File: config.mk
export PLATFORM = sky130hd
export DESIGN_NAME = fastoff_timer
export DESIGN_NICKNAME = d
export VERILOG_FILES = /design/src/rtl/fot_pkg.sv /design/src/rtl/fot_prescale.sv /design/src/rtl/fot_event_merge.sv /design/src/rtl/fot_down_counter.sv /design/src/rtl/fot_stopclk.sv /design/src/rtl/fastoff_timer.sv
export SDC_FILE = /design/constraint.sdc
export NUM_CORES = 1
export LEC_CHECK = 0
export BUFFER_PORTS_ARGS = -buffer_cell sky130_fd_sc_hd__buf_2
export CAP_MARGIN = 20
export CORE_MARGIN = 2
export CORE_UTILIZATION = 40
export CTS_CLUSTER_DIAMETER = 60
export CTS_CLUSTER_SIZE = 40
export DETAILED_ROUTE_END_ITERATION = 8
export GPL_TIMING_DRIVEN = 0
export HOLD_SLACK_MARGIN = 0.05
export PLACE_DENSITY = 0.73
export SLEW_MARGIN = 20
export SYNTH_ARGS = -nofsm -noshare
export SYNTH_HDL_FRONTEND = slang
export SYNTH_SLANG_ARGS = --single-unit
File: constraint.sdc
create_clock -name clk -period 6.66 [get_ports clk]
set_clock_uncertainty 0.05 [all_clocks]
set_input_delay 0.999 -clock clk [delete_from_list [all_inputs] [get_ports clk]]
set_output_delay 0.999 -clock clk [all_outputs]
set_load 0.03 [all_outputs]
File: src/rtl/fot_pkg.sv
package fot_pkg;

    typedef enum logic [1:0] {
        GR_MINUTE = 2'b00,
        GR_OFF    = 2'b01,
        GR_PCICLK = 2'b10,
        GR_MSEC   = 2'b11
    } gran_e;

    typedef enum logic [1:0] {
        CS_LOAD = 2'b00,
        CS_RUN  = 2'b01,
        CS_HOLD = 2'b10
    } cnt_state_e;

    typedef enum logic {
        SC_AWAKE   = 1'b0,
        SC_STOPPED = 1'b1
    } clk_state_e;

endpackage

File: src/rtl/fot_prescale.sv
module fot_prescale #(
    parameter int MS_DIV  = 33000,
    parameter int MIN_DIV = 60000
) (
    input  logic clk,
    input  logic rst_n,
    input  logic pci_tick,
    output logic ms_tick,
    output logic min_tick
);
    localparam int MS_W  = (MS_DIV  > 1) ? $clog2(MS_DIV)  : 1;
    localparam int MIN_W = (MIN_DIV > 1) ? $clog2(MIN_DIV) : 1;
    localparam logic [MS_W-1:0]  MS_LAST  = MS_W'(MS_DIV - 1);
    localparam logic [MIN_W-1:0] MIN_LAST = MIN_W'(MIN_DIV - 1);

    logic [MS_W-1:0]  ms_cnt;
    logic [MIN_W-1:0] min_cnt;

    // Stage one: PCI ticks to milliseconds.
    assign ms_tick  = pci_tick && (ms_cnt == MS_LAST);
    // Stage two: milliseconds to minutes.
    assign min_tick = ms_tick && (min_cnt == MIN_LAST);

    always_ff @(posedge clk) begin
        if (!rst_n) begin
            ms_cnt <= '0;
        end else if (pci_tick) begin
            ms_cnt <= (ms_cnt == MS_LAST) ? '0 : ms_cnt + 1'b1;
        end
    end

    always_ff @(posedge clk) begin
        if (!rst_n) begin
            min_cnt <= '0;
        end else if (ms_tick) begin
            min_cnt <= (min_cnt == MIN_LAST) ? '0 : min_cnt + 1'b1;
        end
    end

endmodule

File: src/rtl/fot_event_merge.sv
module fot_event_merge #(
    parameter int EV_N = 18
) (
    input  logic [EV_N-1:0] ev_in,
    input  logic [EV_N-1:0] sys_en,
    input  logic [EV_N-1:0] brk_en,
    input  logic            intr_in,
    input  logic            intr_brk_en,
    output logic            sys_hit,
    output logic            brk_hit
);
    logic [EV_N-1:0] sys_vec;
    logic [EV_N-1:0] brk_vec;

    for (genvar i = 0; i < EV_N; i++) begin : g_src
        assign sys_vec[i] = ev_in[i] & sys_en[i];
        assign brk_vec[i] = ev_in[i] & brk_en[i];
    end

    assign sys_hit = |sys_vec;
    // INTR joins the break path only.
    assign brk_hit = (|brk_vec) | (intr_in & intr_brk_en);

endmodule

File: src/rtl/fot_down_counter.sv
module fot_down_counter
    import fot_pkg::*;
#(
    parameter int CNT_W = 16
) (
    input  logic             clk,
    input  logic             rst_n,
    input  gran_e            gran,
    input  logic             tick_pci,
    input  logic             tick_ms,
    input  logic             tick_min,
    input  logic             sys_hit,
    input  logic [CNT_W-1:0] reload_val,
    output logic [CNT_W-1:0] count,
    output logic             expire,
    output logic             tick,
    output cnt_state_e       state
);
    localparam logic [CNT_W-1:0] ONE = CNT_W'(1);

    cnt_state_e       st_q, st_d;
    logic [CNT_W-1:0] cnt_q, cnt_d;
    logic             exp_q, exp_d;
    logic             off;

    assign off = (gran == GR_OFF);

    always_comb begin
        unique case (gran)
            GR_MINUTE: tick = tick_min;
            GR_OFF:    tick = 1'b0;
            GR_PCICLK: tick = tick_pci;
            GR_MSEC:   tick = tick_ms;
        endcase
    end

    // State register
    always_ff @(posedge clk) begin
        if (!rst_n) begin
            st_q  <= CS_LOAD;
            cnt_q <= '0;
            exp_q <= 1'b0;
        end else begin
            st_q  <= st_d;
            cnt_q <= cnt_d;
            exp_q <= exp_d;
        end
    end

    // Next state and count
    always_comb begin
        st_d  = st_q;
        cnt_d = cnt_q;
        exp_d = 1'b0;
        unique case (st_q)
            CS_LOAD: begin
                cnt_d = reload_val;
                st_d  = off ? CS_HOLD : CS_RUN;
            end
            CS_RUN: begin
                if (off) begin
                    st_d = CS_HOLD;
                end else if (sys_hit) begin
                    cnt_d = reload_val;
                end else if (tick) begin
                    if (cnt_q <= ONE) begin
                        cnt_d = reload_val;
                        exp_d = 1'b1;
                    end else begin
                        cnt_d = cnt_q - ONE;
                    end
                end
            end
            CS_HOLD: begin
                if (!off) st_d = CS_RUN;
            end
            default: st_d = CS_LOAD;
        endcase
    end

    // Outputs
    always_comb begin
        count  = cnt_q;
        expire = exp_q;
        state  = st_q;
    end

endmodule

File: src/rtl/fot_stopclk.sv
module fot_stopclk
    import fot_pkg::*;
(
    input  logic clk,
    input  logic rst_n,
    input  logic stop_req,
    input  logic brk_hit,
    output logic stpclk_n
);
    clk_state_e st_q, st_d;

    always_ff @(posedge clk) begin
        if (!rst_n) st_q <= SC_AWAKE;
        else        st_q <= st_d;
    end

    always_comb begin
        st_d = st_q;
        unique case (st_q)
            SC_AWAKE:   if (stop_req) st_d = SC_STOPPED;
            SC_STOPPED: if (brk_hit)  st_d = SC_AWAKE;
        endcase
    end

    always_comb begin
        stpclk_n = (st_q == SC_AWAKE);
    end

endmodule

File: src/rtl/fastoff_timer.sv
module fastoff_timer
    import fot_pkg::*;
#(
    parameter int CNT_W   = 16,
    parameter int EV_N    = 18,
    parameter int MS_DIV  = 33000,
    parameter int MIN_DIV = 60000
) (
    input  logic             clk,
    input  logic             rst_n,
    input  logic             pci_tick,
    input  logic [1:0]       gran,
    input  logic [CNT_W-1:0] reload_val,
    input  logic [EV_N-1:0]  ev_in,
    input  logic [EV_N-1:0]  sys_en,
    input  logic [EV_N-1:0]  brk_en,
    input  logic             intr_in,
    input  logic             intr_brk_en,
    input  logic             stop_req,
    output logic [CNT_W-1:0] count,
    output logic             expire,
    output logic             stpclk_n
);
    logic       ms_tick, min_tick;
    logic       sys_hit, brk_hit;
    logic       tick_sel;
    cnt_state_e cnt_st;

    fot_prescale #(.MS_DIV(MS_DIV), .MIN_DIV(MIN_DIV)) u_pre (
        .clk      (clk),
        .rst_n    (rst_n),
        .pci_tick (pci_tick),
        .ms_tick  (ms_tick),
        .min_tick (min_tick)
    );

    fot_event_merge #(.EV_N(EV_N)) u_ev (
        .ev_in       (ev_in),
        .sys_en      (sys_en),
        .brk_en      (brk_en),
        .intr_in     (intr_in),
        .intr_brk_en (intr_brk_en),
        .sys_hit     (sys_hit),
        .brk_hit     (brk_hit)
    );

    fot_down_counter #(.CNT_W(CNT_W)) u_cnt (
        .clk        (clk),
        .rst_n      (rst_n),
        .gran       (gran_e'(gran)),
        .tick_pci   (pci_tick),
        .tick_ms    (ms_tick),
        .tick_min   (min_tick),
        .sys_hit    (sys_hit),
        .reload_val (reload_val),
        .count      (count),
        .expire     (expire),
        .tick       (tick_sel),
        .state      (cnt_st)
    );

    fot_stopclk u_sc (
        .clk      (clk),
        .rst_n    (rst_n),
        .stop_req (stop_req),
        .brk_hit  (brk_hit),
        .stpclk_n (stpclk_n)
    );

endmodule

* Word level (Yosys, flattened, before mapping) *
Cells that the tools add are included.

storage, ports and cells
  register bits = 52
  bits in latches = 0
  bits in writable memories = 0
  bits in read-only memories = 0
  bits of input ports = 78
  output and inout bits = 18
  word-level logic and storage cells = 89
  memories = 0

cells by class
  $add $sub $neg = 3
  multiply operators = 0
  divide/modulo/power cells = 0
  magnitude comparators = 1
  equal/unequal tests = 11
  shift-type cells = 0
  multiplexer cells = 16
  bitwise operators = 42
  reductions and logical operators = 10

operator list
  kind                   count
  $mux 16                6
  $and 1x1->1            37
  $reduce_or 18->1       2
  $add 16x1->16 const B  2
  $eq 16x16->1 const B   2
  $pmux 16 s2            1
  $reduce_or 22->1       1
  $le 16x1->1 const B    1
  $sub 16x1->16 const B  1
  $eq 2x2->1 const B     3
  $mux 2                 3
  $pmux 2 s3             1
  $eq 2x1->1 const B     2
  $logic_not 2->1        2
  $ne 2x2->1 const B     2
  $not 1->1              4
  $pmux 1 s4             1
  $mux 1                 3
  $ne 3x3->1 const B     1
  $reduce_and 3->1       1
  $logic_and 1x1->1      2
  $ne 2x1->1 const B     1
  $pmux 1 s2             1
  $reduce_and 2->1       1
  2 further kinds        2

* Depth between registers and ports, before layout *
  depth in word-level cells = 8
  depth in mapped cells = 8
  depth with buffers taken out = 7

* By module *
A second synthesis with hierarchy kept.

unflattened totals
  cells, all modules = 381
  area total of the unflattened synthesis = 3171.8 um2

modules (own cells, without submodules)
  module            times used  cells each  area each (um2)  seq. area each (um2)
  fot_prescale      1           197         1642.8           640.6
  fot_down_counter  1           156         1281.2           380.4
  fot_event_merge   1           23          192.7            0.0
  fot_stopclk       1           5           55.1             20.0

* Least setup slack after synthesis *
Ideal clock, no wire load.

  path type = input -> register
  from = in pci_tick
  to = reg u_cnt.cnt_q[0] (netlist: u_cnt.count[0])
  library setup time = 0.120 ns
  arrival time = 2.691 ns
  required time = 6.490 ns
  slack = 3.799 ns
  stages on the path = 8
  buffers on the path = 2
  cell sequence = clkbuf_1 > nand4_1 > nor4_4 > a311oi_1 > a31oi_4 > buf_6 > nor2_1 > o31a_1

between the ends
  word-level cells in the longest chain between the ends = 5

ends and longest elaborated chain
  item                            line                    RTL
  from (decl)                     fastoff_timer.sv:11     input logic pci_tick,
  $logic_and 1x1->1               fot_prescale.sv:20      assign ms_tick = pci_tick && (ms_cnt == MS_LAST);
  $logic_and 1x1->1               fot_prescale.sv:22      assign min_tick = ms_tick && (min_cnt == MIN_LAST);
  $pmux 1 s4 (*)                  fot_down_counter.sv:29  unique case (gran)
  $ne 3x3->1 (no line) (*)        -
  $reduce_and 3->1 (no line) (*)  -
  to (signal assigned)            fot_down_counter.sv:45  cnt_q <= cnt_d;
  to (decl)                       fot_down_counter.sv:22  logic [CNT_W-1:0] cnt_q, cnt_d;

Mark *: on every way between the ends. The rest lies on a longest branch, timed or not.
A chain may end at the register's enable or synchronous reset.

* Final worst setup path *
  from = in pci_tick
  to = reg u_pre.min_cnt[0]

between the ends
  word-level cells in the longest chain between the ends = 1

ends and longest elaborated chain
  item                  line                RTL
  $logic_and 1x1->1     fot_prescale.sv:20
  to (signal assigned)  fot_prescale.sv:36  min_cnt <= (min_cnt == MIN_LAST) ? '0 : min_cnt + 1'b1;
  to (decl)             fot_prescale.sv:17  logic [MIN_W-1:0] min_cnt;

No other way between the ends.

==> summary.txt <==
Run status
  • Outcome: finished clean

CTS
  • Root Buffer: clkbuf_8
  • Cts hold-fix bufs: 0
  • Post-CTS Resized: 0
  • H-Tree Depth: 2
  • Clk buf depth: 2
  • Clock slew at reported path FFs: 0.09 ns
  • Clk sinks: 52
  • Clock Latency Late Sink: 0.31 ns
  • CTS tree: built
  • Clock buffer count from CTS: 5
  • Setup Buffers After CTS: 0

Critical path
  • CP required: 6.81 ns
  • CP max FO: 10
  • Critical path data arrival time: 3.03 ns
  • Cell with the largest stage delay on the worst path: nor4_4
  • Critical Path Max Stage Delay: 0.54 ns
  • CP Class: in2reg
  • Crit path top cell by count: nand4_1
  • Crit end category: flop
  • CP cell instances: clkbuf_1 > nand4_1 > nor4_4 > and2_1 > nand4_1 > nand2_1 > buf_4 > nor2_1
  • Startpoint Class: input port

Floorplanning
  • Die area: 8429 um^2
  • Initial Util: 40.54%
  • Die height: 91.81 um
  • Site row count: 32
  • Core ar.: 7607 um^2
  • Die width: 91.81 um
  • IO Count: 96

Detailed routing
  • Total Wirelength: 8.128 mm
  • Residual DRC: 0
  • Via density: 5.439
  • Avg WL per Cell: 14.16 um
  • Drt first pass iters: 5
  • Routed vias: 3122
  • Antenna Nets Post-Route: 0
  • 1st-iter DRT viols: 131

Pwr
  • Maximum vdd ir drop: 0.08110 mV
  • PwrDens: 172.0 nW/um^2
  • Int Pwr: 0.4570 mW
  • Part of the power in registers: 51.3%
  • Clock group share of total power: 29.7%
  • Sw Ratio: 29.54%
  • Switching power: 0.1916 mW
  • Combinational share of power: 19.0%
  • Lkg Pwr: 1.537 nW

Global route
  • Largest net degree at the start of global routing: 16
  • Vias in the first global route: 2907
  • Antenna violations before repair: 0
  • Grt total ovfl: 0
  • Gr usage total: 18.96%
  • First-pass GRT wire length: 13.22 mm

Timing
  • Tcrit/Tclk final: 43.26%
  • Fin. Hold Viols: 0
  • Min Hold Slack: 0.4438 ns
  • Pins Over Slew Limit: 0
  • Final setup viols: 0
  • Least-Margin Pin Slew: 0.6295 ns
  • RSZ-0062 raised after global routing: no
  • Achievable clock frequency: 347.1 MHz
  • Setup TNS: 0 ns
  • Tmin final: 2.881 ns
  • Slew headroom: 58.03%

Finish
  • Commonest non-fill, non-tap cell in the layout: buf_2
  • Post-Layout Inst Area: 3771 um^2
  • Commonest non-fill, non-tap cells in the layout: buf_2, dfxtp_1, nor2_1
  • Antenna Cells: 0
  • Area Growth Syn to Fin: 22.27%
  • Nets: 553
  • Share of cells above drive strength 1: 25.64%

Placement
  • Number of buffers added on ports: 93
  • Placed cell area: 3677 um^2
  • Dpl hpwl: 6.183 mm
  • Placer Congestion: 0.9173

Logic synthesis
  • Prevailing post-synth register cell: dfxtp_1
  • Syn avg cell area: 8.313 um^2
  • Synthesis Warnings: 0
  • Cell variety after synth: 61
  • Synth top area cells: dfxtp_1, nor2_1, xnor2_1, nand2_1, xor2_1
  • Sequential area share after synthesis: 33.75%
  • Post-synthesis register bit count: 52
  • Post-synth EDFFs: 0
  • Synth area leader: dfxtp_1
  • Cells after Synth: 371
  • Synth Cell Area: 3084 um^2
  • Syn_nets: 453
  • Synth top area share: 33.75%
  • FFs w/ async S/R, synth: 0%

Hold path
  • Min-delay worst type: reg2reg

Flow run
  • Number of max-cap violations: 0
==> final timing paths <==
kind	endpoint	cells after the start	startpoint	slack (ns)
worst max-delay path	u_pre.min_cnt[0]	8	pci_tick	3.78
worst min-delay path	u_cnt.count[3]	2	u_cnt.count[3]	0.44
worst max register to register	u_cnt.count[4]	7	u_cnt.count[4]	4.05
worst min register to register	u_cnt.count[3]	2	u_cnt.count[3]	0.44
==> cell type report <==
cell class / instances / area [um^2]
Buffer: 14 / 72.57
Clock buffer: 7 / 86.33
Clock inverter: 1 / 7.507
Fill cell: 759 / 3836
Inverter: 12 / 45.04
Multi-Input combinational cell: 293 / 1926
Sequential cell: 52 / 1041
Tap cell: 102 / 127.6
Timing Repair Buffer: 93 / 465.4
==> critical path, delay by kind of cell <==
kind / cells / cell delay (ns)
AND/OR/NAND/NOR: 6 / 1.55
buffers and inverters: 2 / 0.47
==> sequential cells by signal, indices dropped and copies added (netlist names) <==
name,flops
u_cnt.count,16
u_cnt.expire,1
u_cnt.state,2
u_pre.min_cnt,16
u_pre.ms_cnt,16
u_sc.st_q,1
==> cell families after synthesis <==
family	after synthesis	share of synthesized area (%)
compound gates	73	18.42
simple gates	178	31.24
buf+inv	26	3.813
xor+xnor	29	8.235
fa+ha+maj	4	1.623
mux	9	2.921
flops	52	33.75
==> power groups by stage <==
stage	clock network [mW]	logic, mW	registers [mW]
2_1_floorplan	0	0.0609	0.352
3_3_place_gp	0	0.120	0.339
3_5_place_dp	0	0.122	0.340
4_1_cts	0.197	0.123	0.332
5_1_grt	0.210	0.135	0.335
6_report	0.193	0.123	0.333
==> per-layer routing <==
layer	wire length, um	part of all wire [%]	vias up	track usage (%)
met3	489	6.0	4	4.601
met2	3869	48	97	32.23
met1	3715	46	1459	24.48
met4	54	0.66	0	3.980
met5	0	0	-	0
li1	-	-	1562	-
==> cells in the mapped netlist, types with 4 or more instances <==
cell type	number
nor4_1	6
buf_2	4
o21ai_0	9
a21oi_1	8
and2_1	7
o32ai_1	5
clkbuf_1	6
a22oi_1	11
o21a_1	6
xnor2_1	17
mux2i_1	9
and4_1	4
nand3_1	13
nand2_1	38
nor2_1	51
dfxtp_1	52
nand4_1	12
and3_1	6
inv_1	12
a21boi_0	4
nor3_1	12
or3_1	4
ha_1	4
xor2_1	12
==> per-stage QoR <==
stage               setup WS (ns)  power, mW  util, %  cells
floorplan                   3.799     0.4127        -    371
global placement            3.478     0.4587    48.34    566
detailed placement          3.446     0.4620    48.34    566
CTS                         3.778     0.6521    49.57    574
global route                3.589     0.6797    49.57    574
finish                      3.779     0.6486    49.57    574
Power figures use the tool's default switching activity.
